`src/rtl/pin_ctrl_pkg.sv`:
```
package pin_ctrl_pkg;
  localparam int unsigned AW = 4;

  typedef enum logic [AW-1:0] {
    A_DOUT   = 4'd0,
    A_OE     = 4'd1,
    A_OD     = 4'd2,
    A_PU     = 4'd3,
    A_PD     = 4'd4,
    A_EDGE   = 4'd5,
    A_IRQEN  = 4'd6,
    A_WAKEEN = 4'd7,
    A_SDWAKE = 4'd8,
    A_FLAGS  = 4'd9,
    A_PIN    = 4'd10
  } reg_addr_e;

  // drive value seen by the pad
  function automatic logic f_pad_out(input logic dout, input logic od);
    return od ? 1'b0 : dout;
  endfunction

  // open-drain releases on 1, drives low on 0
  function automatic logic f_pad_oe(input logic dout, input logic oe, input logic od);
    return oe & (od ? ~dout : 1'b1);
  endfunction

  // pull-up wins when both pulls requested
  function automatic logic f_pad_pd(input logic pu, input logic pd);
    return pd & ~pu;
  endfunction
endpackage

```
`src/rtl/pin_edge_det.sv`:
```
module pin_edge_det #(
  parameter int unsigned NPINS = 8
) (
  input  logic             clk,
  input  logic             rst_n,
  input  logic [NPINS-1:0] pad_in,
  input  logic [NPINS-1:0] edge_sel,
  output logic [NPINS-1:0] sync_o,
  output logic [NPINS-1:0] evt_o
);
  logic [NPINS-1:0] s1_q, s2_q, prev_q;

  always_ff @(posedge clk or negedge rst_n) begin
    if (!rst_n) begin
      s1_q   <= '0;
      s2_q   <= '0;
      prev_q <= '0;
    end else begin
      s1_q   <= pad_in;
      s2_q   <= s1_q;
      prev_q <= s2_q;
    end
  end

  for (genvar i = 0; i < NPINS; i++) begin : g_evt
    logic rise_w, fall_w;
    assign rise_w   = s2_q[i] & ~prev_q[i];
    assign fall_w   = ~s2_q[i] & prev_q[i];
    assign evt_o[i] = edge_sel[i] ? rise_w : fall_w;
  end

  assign sync_o = s2_q;
endmodule

```
`src/rtl/pin_pad_hold.sv`:
```
module pin_pad_hold #(
  parameter int unsigned NPINS = 8
) (
  input  logic             clk,
  input  logic             rst_n,
  input  logic             freeze,
  input  logic [NPINS-1:0] dout_nx,
  input  logic [NPINS-1:0] oe_nx,
  input  logic [NPINS-1:0] od_nx,
  input  logic [NPINS-1:0] pu_nx,
  input  logic [NPINS-1:0] pd_nx,
  output logic [NPINS-1:0] pad_out,
  output logic [NPINS-1:0] pad_oe,
  output logic [NPINS-1:0] pad_pu,
  output logic [NPINS-1:0] pad_pd
);
  import pin_ctrl_pkg::*;

  logic [NPINS-1:0] out_w, oe_w, pd_w;

  for (genvar i = 0; i < NPINS; i++) begin : g_drv
    assign out_w[i] = f_pad_out(dout_nx[i], od_nx[i]);
    assign oe_w[i]  = f_pad_oe(dout_nx[i], oe_nx[i], od_nx[i]);
    assign pd_w[i]  = f_pad_pd(pu_nx[i], pd_nx[i]);
  end

  always_ff @(posedge clk or negedge rst_n) begin
    if (!rst_n) begin
      pad_out <= '0;
      pad_oe  <= '0;
      pad_pu  <= '0;
      pad_pd  <= '0;
    end else if (!freeze) begin
      pad_out <= out_w;
      pad_oe  <= oe_w;
      pad_pu  <= pu_nx;
      pad_pd  <= pd_w;
    end
  end

  p_hold_r11: assert property (@(posedge clk) disable iff (!rst_n)
    (freeze && $past(freeze)) |-> ($stable(pad_out) && $stable(pad_oe)
                                   && $stable(pad_pu) && $stable(pad_pd)));

  p_pull_excl_r5: assert property (@(posedge clk) disable iff (!rst_n)
    (pad_pu & pad_pd) == '0);
endmodule

```
`src/rtl/pin_ctrl.sv`:
```
module pin_ctrl #(
  parameter int unsigned NPINS = 8
) (
  input  logic                         clk,
  input  logic                         rst_n,
  input  logic                         wr_en,
  input  logic [pin_ctrl_pkg::AW-1:0]  wr_addr,
  input  logic [NPINS-1:0]             wr_data,
  input  logic [pin_ctrl_pkg::AW-1:0]  rd_addr,
  output logic [NPINS-1:0]             rd_data,
  input  logic                         freeze,
  input  logic [NPINS-1:0]             pad_in,
  output logic [NPINS-1:0]             pad_out,
  output logic [NPINS-1:0]             pad_oe,
  output logic [NPINS-1:0]             pad_pu,
  output logic [NPINS-1:0]             pad_pd,
  output logic                         irq,
  output logic                         wake_req
);
  import pin_ctrl_pkg::*;

  localparam int unsigned NCFG = 9;

  // configuration registers, indexed by address 0..NCFG-1
  logic [NPINS-1:0] cfg_q  [NCFG];
  logic [NPINS-1:0] cfg_nx [NCFG];
  logic [NPINS-1:0] flags_q, clr_mask, evt_w, sync_w, ref_q, lvl_chg;

  for (genvar a = 0; a < NCFG; a++) begin : g_cfg
    assign cfg_nx[a] = (wr_en && wr_addr == AW'(a)) ? wr_data : cfg_q[a];
    always_ff @(posedge clk or negedge rst_n) begin
      if (!rst_n) cfg_q[a] <= '0;
      else        cfg_q[a] <= cfg_nx[a];
    end
  end

  pin_edge_det #(.NPINS(NPINS)) i_edge (
    .clk(clk), .rst_n(rst_n), .pad_in(pad_in), .edge_sel(cfg_q[A_EDGE]),
    .sync_o(sync_w), .evt_o(evt_w)
  );

  pin_pad_hold #(.NPINS(NPINS)) i_hold (
    .clk(clk), .rst_n(rst_n), .freeze(freeze),
    .dout_nx(cfg_nx[A_DOUT]), .oe_nx(cfg_nx[A_OE]), .od_nx(cfg_nx[A_OD]),
    .pu_nx(cfg_nx[A_PU]), .pd_nx(cfg_nx[A_PD]),
    .pad_out(pad_out), .pad_oe(pad_oe), .pad_pu(pad_pu), .pad_pd(pad_pd)
  );

  assign clr_mask = (wr_en && wr_addr == A_FLAGS) ? wr_data : '0;

  always_ff @(posedge clk or negedge rst_n) begin
    if (!rst_n) begin
      flags_q <= '0;
      ref_q   <= '0;
    end else begin
      flags_q <= (flags_q & ~clr_mask) | evt_w;
      if (!freeze) ref_q <= sync_w;
    end
  end

  // clock-free level-change path for shutdown-wake pins
  assign lvl_chg  = {NPINS{freeze}} & (pad_in ^ ref_q);
  assign irq      = |(flags_q & cfg_q[A_IRQEN]);
  assign wake_req = |(flags_q & cfg_q[A_WAKEEN])
                  | |(lvl_chg & cfg_q[A_WAKEEN] & cfg_q[A_SDWAKE]);

  always_comb begin
    rd_data = '0;
    if (rd_addr < AW'(NCFG))       rd_data = cfg_q[rd_addr];
    else if (rd_addr == A_FLAGS)   rd_data = flags_q;
    else if (rd_addr == A_PIN)     rd_data = sync_w;
  end

  p_evt_sets_r6: assert property (@(posedge clk) disable iff (!rst_n)
    (|evt_w) |=> ((flags_q & $past(evt_w)) == $past(evt_w)));

  p_flag_sticky_r8: assert property (@(posedge clk) disable iff (!rst_n)
    (($past(flags_q) & ~flags_q & ~$past(clr_mask)) == '0));
endmodule

```
`config.mk`:
```
export PLATFORM = sky130hd
export DESIGN_NAME = pin_ctrl
export DESIGN_NICKNAME = d
export VERILOG_FILES = /design/src/rtl/pin_ctrl_pkg.sv /design/src/rtl/pin_edge_det.sv /design/src/rtl/pin_pad_hold.sv /design/src/rtl/pin_ctrl.sv
export SDC_FILE = /design/constraint.sdc
export NUM_CORES = 1
export LEC_CHECK = 0
export ABC_AREA = 1
export CAP_MARGIN = 10
export CORE_ASPECT_RATIO = 0.8
export CORE_MARGIN = 2
export CORE_UTILIZATION = 38
export CTS_BUF_LIST = sky130_fd_sc_hd__clkbuf_4 sky130_fd_sc_hd__clkbuf_8
export DETAILED_ROUTE_END_ITERATION = 10
export GPL_ROUTABILITY_DRIVEN = 0
export PLACE_DENSITY_LB_ADDON = 0.15
export REMOVE_ABC_BUFFERS = 1
export SYNTH_ARGS = -nofsm -noshare
export SYNTH_HDL_FRONTEND = slang
export SYNTH_SLANG_ARGS = --single-unit
```
`constraint.sdc`:
```
create_clock -name clk -period 4.51 [get_ports clk]
set_input_delay 1.353 -clock clk [delete_from_list [all_inputs] [get_ports clk]]
set_output_delay 1.353 -clock clk [all_outputs]
set_load 0.05 [all_outputs]
```
# Yosys cells after proc, flatten, opt, wreduce, memory -nomap -nowiden
# Cells that the tools add are included.
[word_totals]
latchBits = 0
mem_bits_ro = 0
ff_bits = 144
wordCells = 156
mem_bits_rw = 0
input_bits = 28
memories = 0
[classes]
mux = 36
n_lt_le_gt_ge = 2
multipliers = 0
reduce_logical = 14
n_addsub = 0
n_div = 0
n_eq_ne = 11
n_shift = 0
n_bitwise = 75
[ops]
columns = ["cell", "n"]
rows = [
  ["two-way mux 8 bit", 11],
  ["bitwise AND 8 bit", 6],
  ["bitwise AND 1 bit", 32],
  ["binary-select mux 8 bit (select 4 bit)", 1],
  ["NOT 1 bit", 32],
  ["two-way mux 1 bit", 24],
  ["OR reduction 8 bit", 3],
  ["== test 4 x 3 -> 1 bit (second input constant)", 4],
  ["== test 4 bit (second input constant)", 4],
  ["logical AND 1 bit", 10],
  ["== test 4 x 2 -> 1 bit (second input constant)", 2],
  ["NOT 8 bit", 1],
  ["OR 8 bit", 1],
  ["bitwise XOR 8 bit", 1],
  [">= comparator 5 bit (second input constant)", 1],
  ["NOT 4 -> 5 bit", 1],
  ["== test 4 x 1 -> 1 bit (second input constant)", 1],
  ["zero test 4 bit", 1],
  ["< comparator 4 bit (second input constant)", 1],
  ["OR 1 bit", 1],
]

# Logic depth before layout (Yosys ltp)
[logic_depth]
depth_word = 6
mapped_depth = 9
depth_no_buf = 9

# Modules after synthesis
# From an unflattened synthesis, not the netlist that was laid out.
[unflattened]
hier_cells = 801
hier_area_um2 = 6557.5
[modules_own_cells]
columns = ["module", "cells_per_inst", "instances", "seq_area_each_um2", "area_each_um2"]
rows = [
  ["pin_ctrl", 586, 1, 2202.1, 4426.7],
  ["pin_pad_hold", 143, 1, 800.8, 1330.0],
  ["pin_edge_det", 72, 1, 600.6, 800.8],
]

# Worst setup path after synthesis
# No wires, ideal clock.
[synth_timing]
kind = "input-to-output"
from = "input rd_addr[0] in the netlist's numbering"
to = "output rd_data[6]"
slack_ns = 0.610
arrival_time_ns = 2.547
cell_stages = 7
path_cell_list = "buf_2 > nor2_1 > buf_2 > a21oi_1 > o211ai_1 > nand3_1 > nand2_1"
[synth_via]
elab_chain_len = 5
elab_cells_between_ends = 10
cone_classes = "order compare (1); eq/ne (2); mux (6); bitwise (1)"
[synth_rtl]
columns = ["item", "line_no", "rtl"]
rows = [
  ["start: declaration", "pin_ctrl.sv:9", "input logic [pin_ctrl_pkg::AW-1:0] rd_addr,"],
  ["NOT 4 -> 5 bit (implied by the code)", "pin_ctrl.sv:69", "if (rd_addr < AW'(NCFG)) rd_data = cfg_q[rd_addr];"],
  ["binary-select mux 8 bit (select 4 bit)", "pin_ctrl.sv:69", ""],
  ["two-way mux 8 bit (implied by the code) (2 in series)", "pin_ctrl.sv:69", ""],
  ["two-way mux 8 bit *", "pin_ctrl.sv:69", ""],
  ["end: declaration", "pin_ctrl.sv:10", "output logic [NPINS-1:0] rd_data,"],
]
# Every way passes the cells marked *; elsewhere a longest branch is shown, timed or not. The select of a mux whose other input is x is not followed.

# Final worst setup path
[layout_timing]
from = "input rd_addr[0] in the netlist's numbering"
to = "output rd_data[5]"
# The elaborated chain is that of the path after synthesis.

==> flow_summary.ini <==
[floorplan]
die_w_microns = 152.2
die_area_sq_um = 18650
boundaryPins = 70
core_sq_um = 17270
initial_core_util_pct = 38.66
die_y_microns = 122.6
rows = 43

[synth]
ys_ff_latch = 144
syn_inst = 832
synth_cell_types = 27
ys_seq_area_share_pct = 53.97
yosysWarnings = 0
syn_area_sq_um = 6676
syn_avg_cell_area_sq_um = 8.025

[power]
leakage_nw = 4.028
power.density_nw_per_um2 = 433.1
max-vdd-ir-drop_v = 0.0001832
totalPowerFinal_mw = 3.530

[placement]
place_area_sq_um = 7751
hpwl_microns = 12370
dp.cells = 1114
port_buffers = 69

[finish]
drive_above_1_share_pct = 9.978
final_cells = 1147
final_area_sq_um = 8149
diodes = 0
seq_area_sq_um = 3603
area_growth_pct = 22.06
fillers = 1735
final_net_count = 937
multi_input_area_sq_um = 2510

[global_route]
first_global_vias = 5357
overflow = 0
grt_start_max_net_pins = 84
grt_antenna_before_repair = 0
grtUsageTotal_pct = 19.77
grt_pass1_wl_microns = 28660

[detailed_routing]
drt-vias-per-instance = 4.872
drt-initial-drc-count = 418
routed_wl_microns = 17740
dr.pass1.iters = 5
final_antenna_net_count = 0
routedWlPerCell_microns = 15.46
drcViolationCount = 0
vias = 5588

[critical_path]
rr_endpoint = i_hold.pad_oe[4]$_DFFE_PN0N_
endpoint_kind = primary output
crit_fanout = 10
crit_required_ns = 3.16
reg2reg_slack_ns = 3.57
startpoint_type = input pin
cp.arrival_ns = 3.08
path_class = in -> out
rr_startpoint = cfg_q[60]$_DFF_PN0_
r2r_cells = 6

[outcome]
status = finished clean

[sta]
tightest_slew_ns = 0.7818
fmax_mhz = 225.5
rsz0062_at_grt = no
setup_viol = 0
slew_violations = 0
holdWs_ns = 0.3532
hold_violations = 0
fin_crit_sh_pct = 98.32
maxSlewHeadroom_pct = 47.88
fin_crit_ns = 4.434
tns_ns = 0
fin_skew_ns = 0.008837

[clock_tree]
cts_htree_levels = 4
cts_root_buf = clkbuf_8
worstSkewPairLatency_ns = 0.46
cts_sinks = 144
cts.clk_slew.worst_paths_ns = 0.07
postCtsHoldBufs = 0
cts_tree = yes
cts_made_buffers = 17
cts_buffer_depth = 2

[min_path]
hold_path_class = reg -> reg
whs_endpoint = i_edge.sync_o[6]$_DFF_PN0_
hold_start = i_edge.s1_q[6]$_DFF_PN0_
hold_depth = 0

[job]
drv_cap = 0
## layer usage
metal / global-route usage [%] / routed length, microns
met5: 0 / 0
met4: 4.907 / 199
met3: 4.025 / 721
met2: 30.41 / 7706
met1: 28.81 / 9108
## cells in the final DEF (no fill, tap or decap), types with 3 or more instances in the layout
cell,count
nand3b_1,4
dfrtp_1,144
clkinvlp_4,5
o211ai_1,5
o21ai_1,13
nand2_1,301
inv_1,109
buf_4,14
nor2_4,3
buf_12,12
clkbuf_8,20
o221ai_1,5
nor2_1,18
nand4_1,8
clkinv_2,5
o21ai_0,76
nand3_2,3
nor2_2,3
clkdlybuf4s50_1,58
o21ai_2,16
a21oi_1,16
nand3_1,68
## power breakdown
part / switching (mW) / internal (mW)
clock network: 0.502 / 0.487
logic: 0.585 / 0.323
registers: 0.142 / 1.49
## Yosys cell counts
| library cell | instances | area [sq um] |
|---|---|---|
| nor2_4 | 3 | 33.78 |
| nor2_1 | 19 | 71.32 |
| o21ai_0 | 76 | 380.4 |
| o2111ai_1 | 1 | 8.760 |
| nand3_1 | 68 | 340.3 |
| buf_6 | 3 | 33.78 |
| o21bai_1 | 1 | 7.510 |
| a221oi_1 | 2 | 17.52 |
| a21oi_1 | 16 | 80.08 |
| nor2_2 | 2 | 12.51 |
| clkbuf_1 | 10 | 37.54 |
| nand4_1 | 8 | 50.05 |
| nand2_2 | 1 | 6.260 |
| nand2_4 | 1 | 11.26 |
| o211ai_1 | 5 | 37.54 |
| inv_2 | 2 | 7.510 |
| o21ai_1 | 13 | 65.06 |
| dfrtp_1 | 144 | 3603 |
| nand3b_1 | 4 | 30.03 |
| buf_1 | 2 | 7.510 |
| nand3_2 | 3 | 30.03 |
| o221ai_1 | 5 | 43.79 |
| nand2_1 | 302 | 1134 |
| clkinv_1 | 1 | 3.750 |
| inv_1 | 110 | 412.9 |
| o21ai_2 | 16 | 140.1 |
| buf_2 | 14 | 70.07 |
## worst max path at each step
stage,cells after the start,from,slack (ns),endpoint
6_report,9,rd_addr[0],0.08,rd_data[5]
5_1_grt,9,rd_addr[0],0.002,rd_data[0]
4_1_cts,11,rd_addr[3],0.05,rd_data[0]
3_5_place_dp,11,rd_addr[3],0.05,rd_data[0]
3_3_place_gp,11,rd_addr[3],0.08,rd_data[5]
2_1_floorplan,5,rd_addr[0],0.34,rd_data[6]
## through the flow
step	util [%]	setup WS, ns
2_1_floorplan	-	0.3439
3_3_place_gp	44.88	0.08062
3_5_place_dp	44.88	0.05316
4_1_cts	47.06	0.05036
5_1_grt	47.19	0.002403
6_report	47.19	0.07591
## final cells by class
type / count / area share (%)
clock inverter: 10 / 1.059
timing repair buffer: 86 / 11.56
multi-input combinational: 546 / 30.80
sequential: 144 / 44.22
inverter: 113 / 5.251
timing repair inverter: 1 / 0.09212
clock buffer: 22 / 3.562
tap: 225 / 3.455
## logic make-up after synthesis
kind of cell           after synthesis  share of synthesized area [%]
DFF                                144                          53.97
buffers and inverters              142                          8.583
AOI/OAI and AO/OA                  135                          11.69
and+or+nand+nor                    411                          25.75
## what timing repair did
item | 4_1_cts | 5_1_grt
setup buffers | 0 | 0
endpoints found under the setup margin | 0 | 7
resized for setup | 0 | 5
## sequential cells by signal, indices dropped and copies added (netlist names)
| register | count |
|---|---|
| i_edge.s1_q | 8 |
| i_edge.prev_q | 8 |
| cfg_q | 72 |
| i_edge.sync_o | 8 |
| i_hold.pad_pd | 8 |
| i_hold.pad_oe | 8 |
| ref_q | 8 |
| i_hold.pad_out | 8 |
| i_hold.pad_pu | 8 |
| flags_q | 8 |
## critical path: stages
cell	delay (ns)
clkdlybuf4s50_1	0.61
clkinv_1	0.13
buf_4	0.19
nand3_1	0.09
buf_4	0.18
o21ai_0	0.09
inv_1	0.05
nand3_1	0.16
buf_12	0.21
Power figures use the tool's default switching activity.
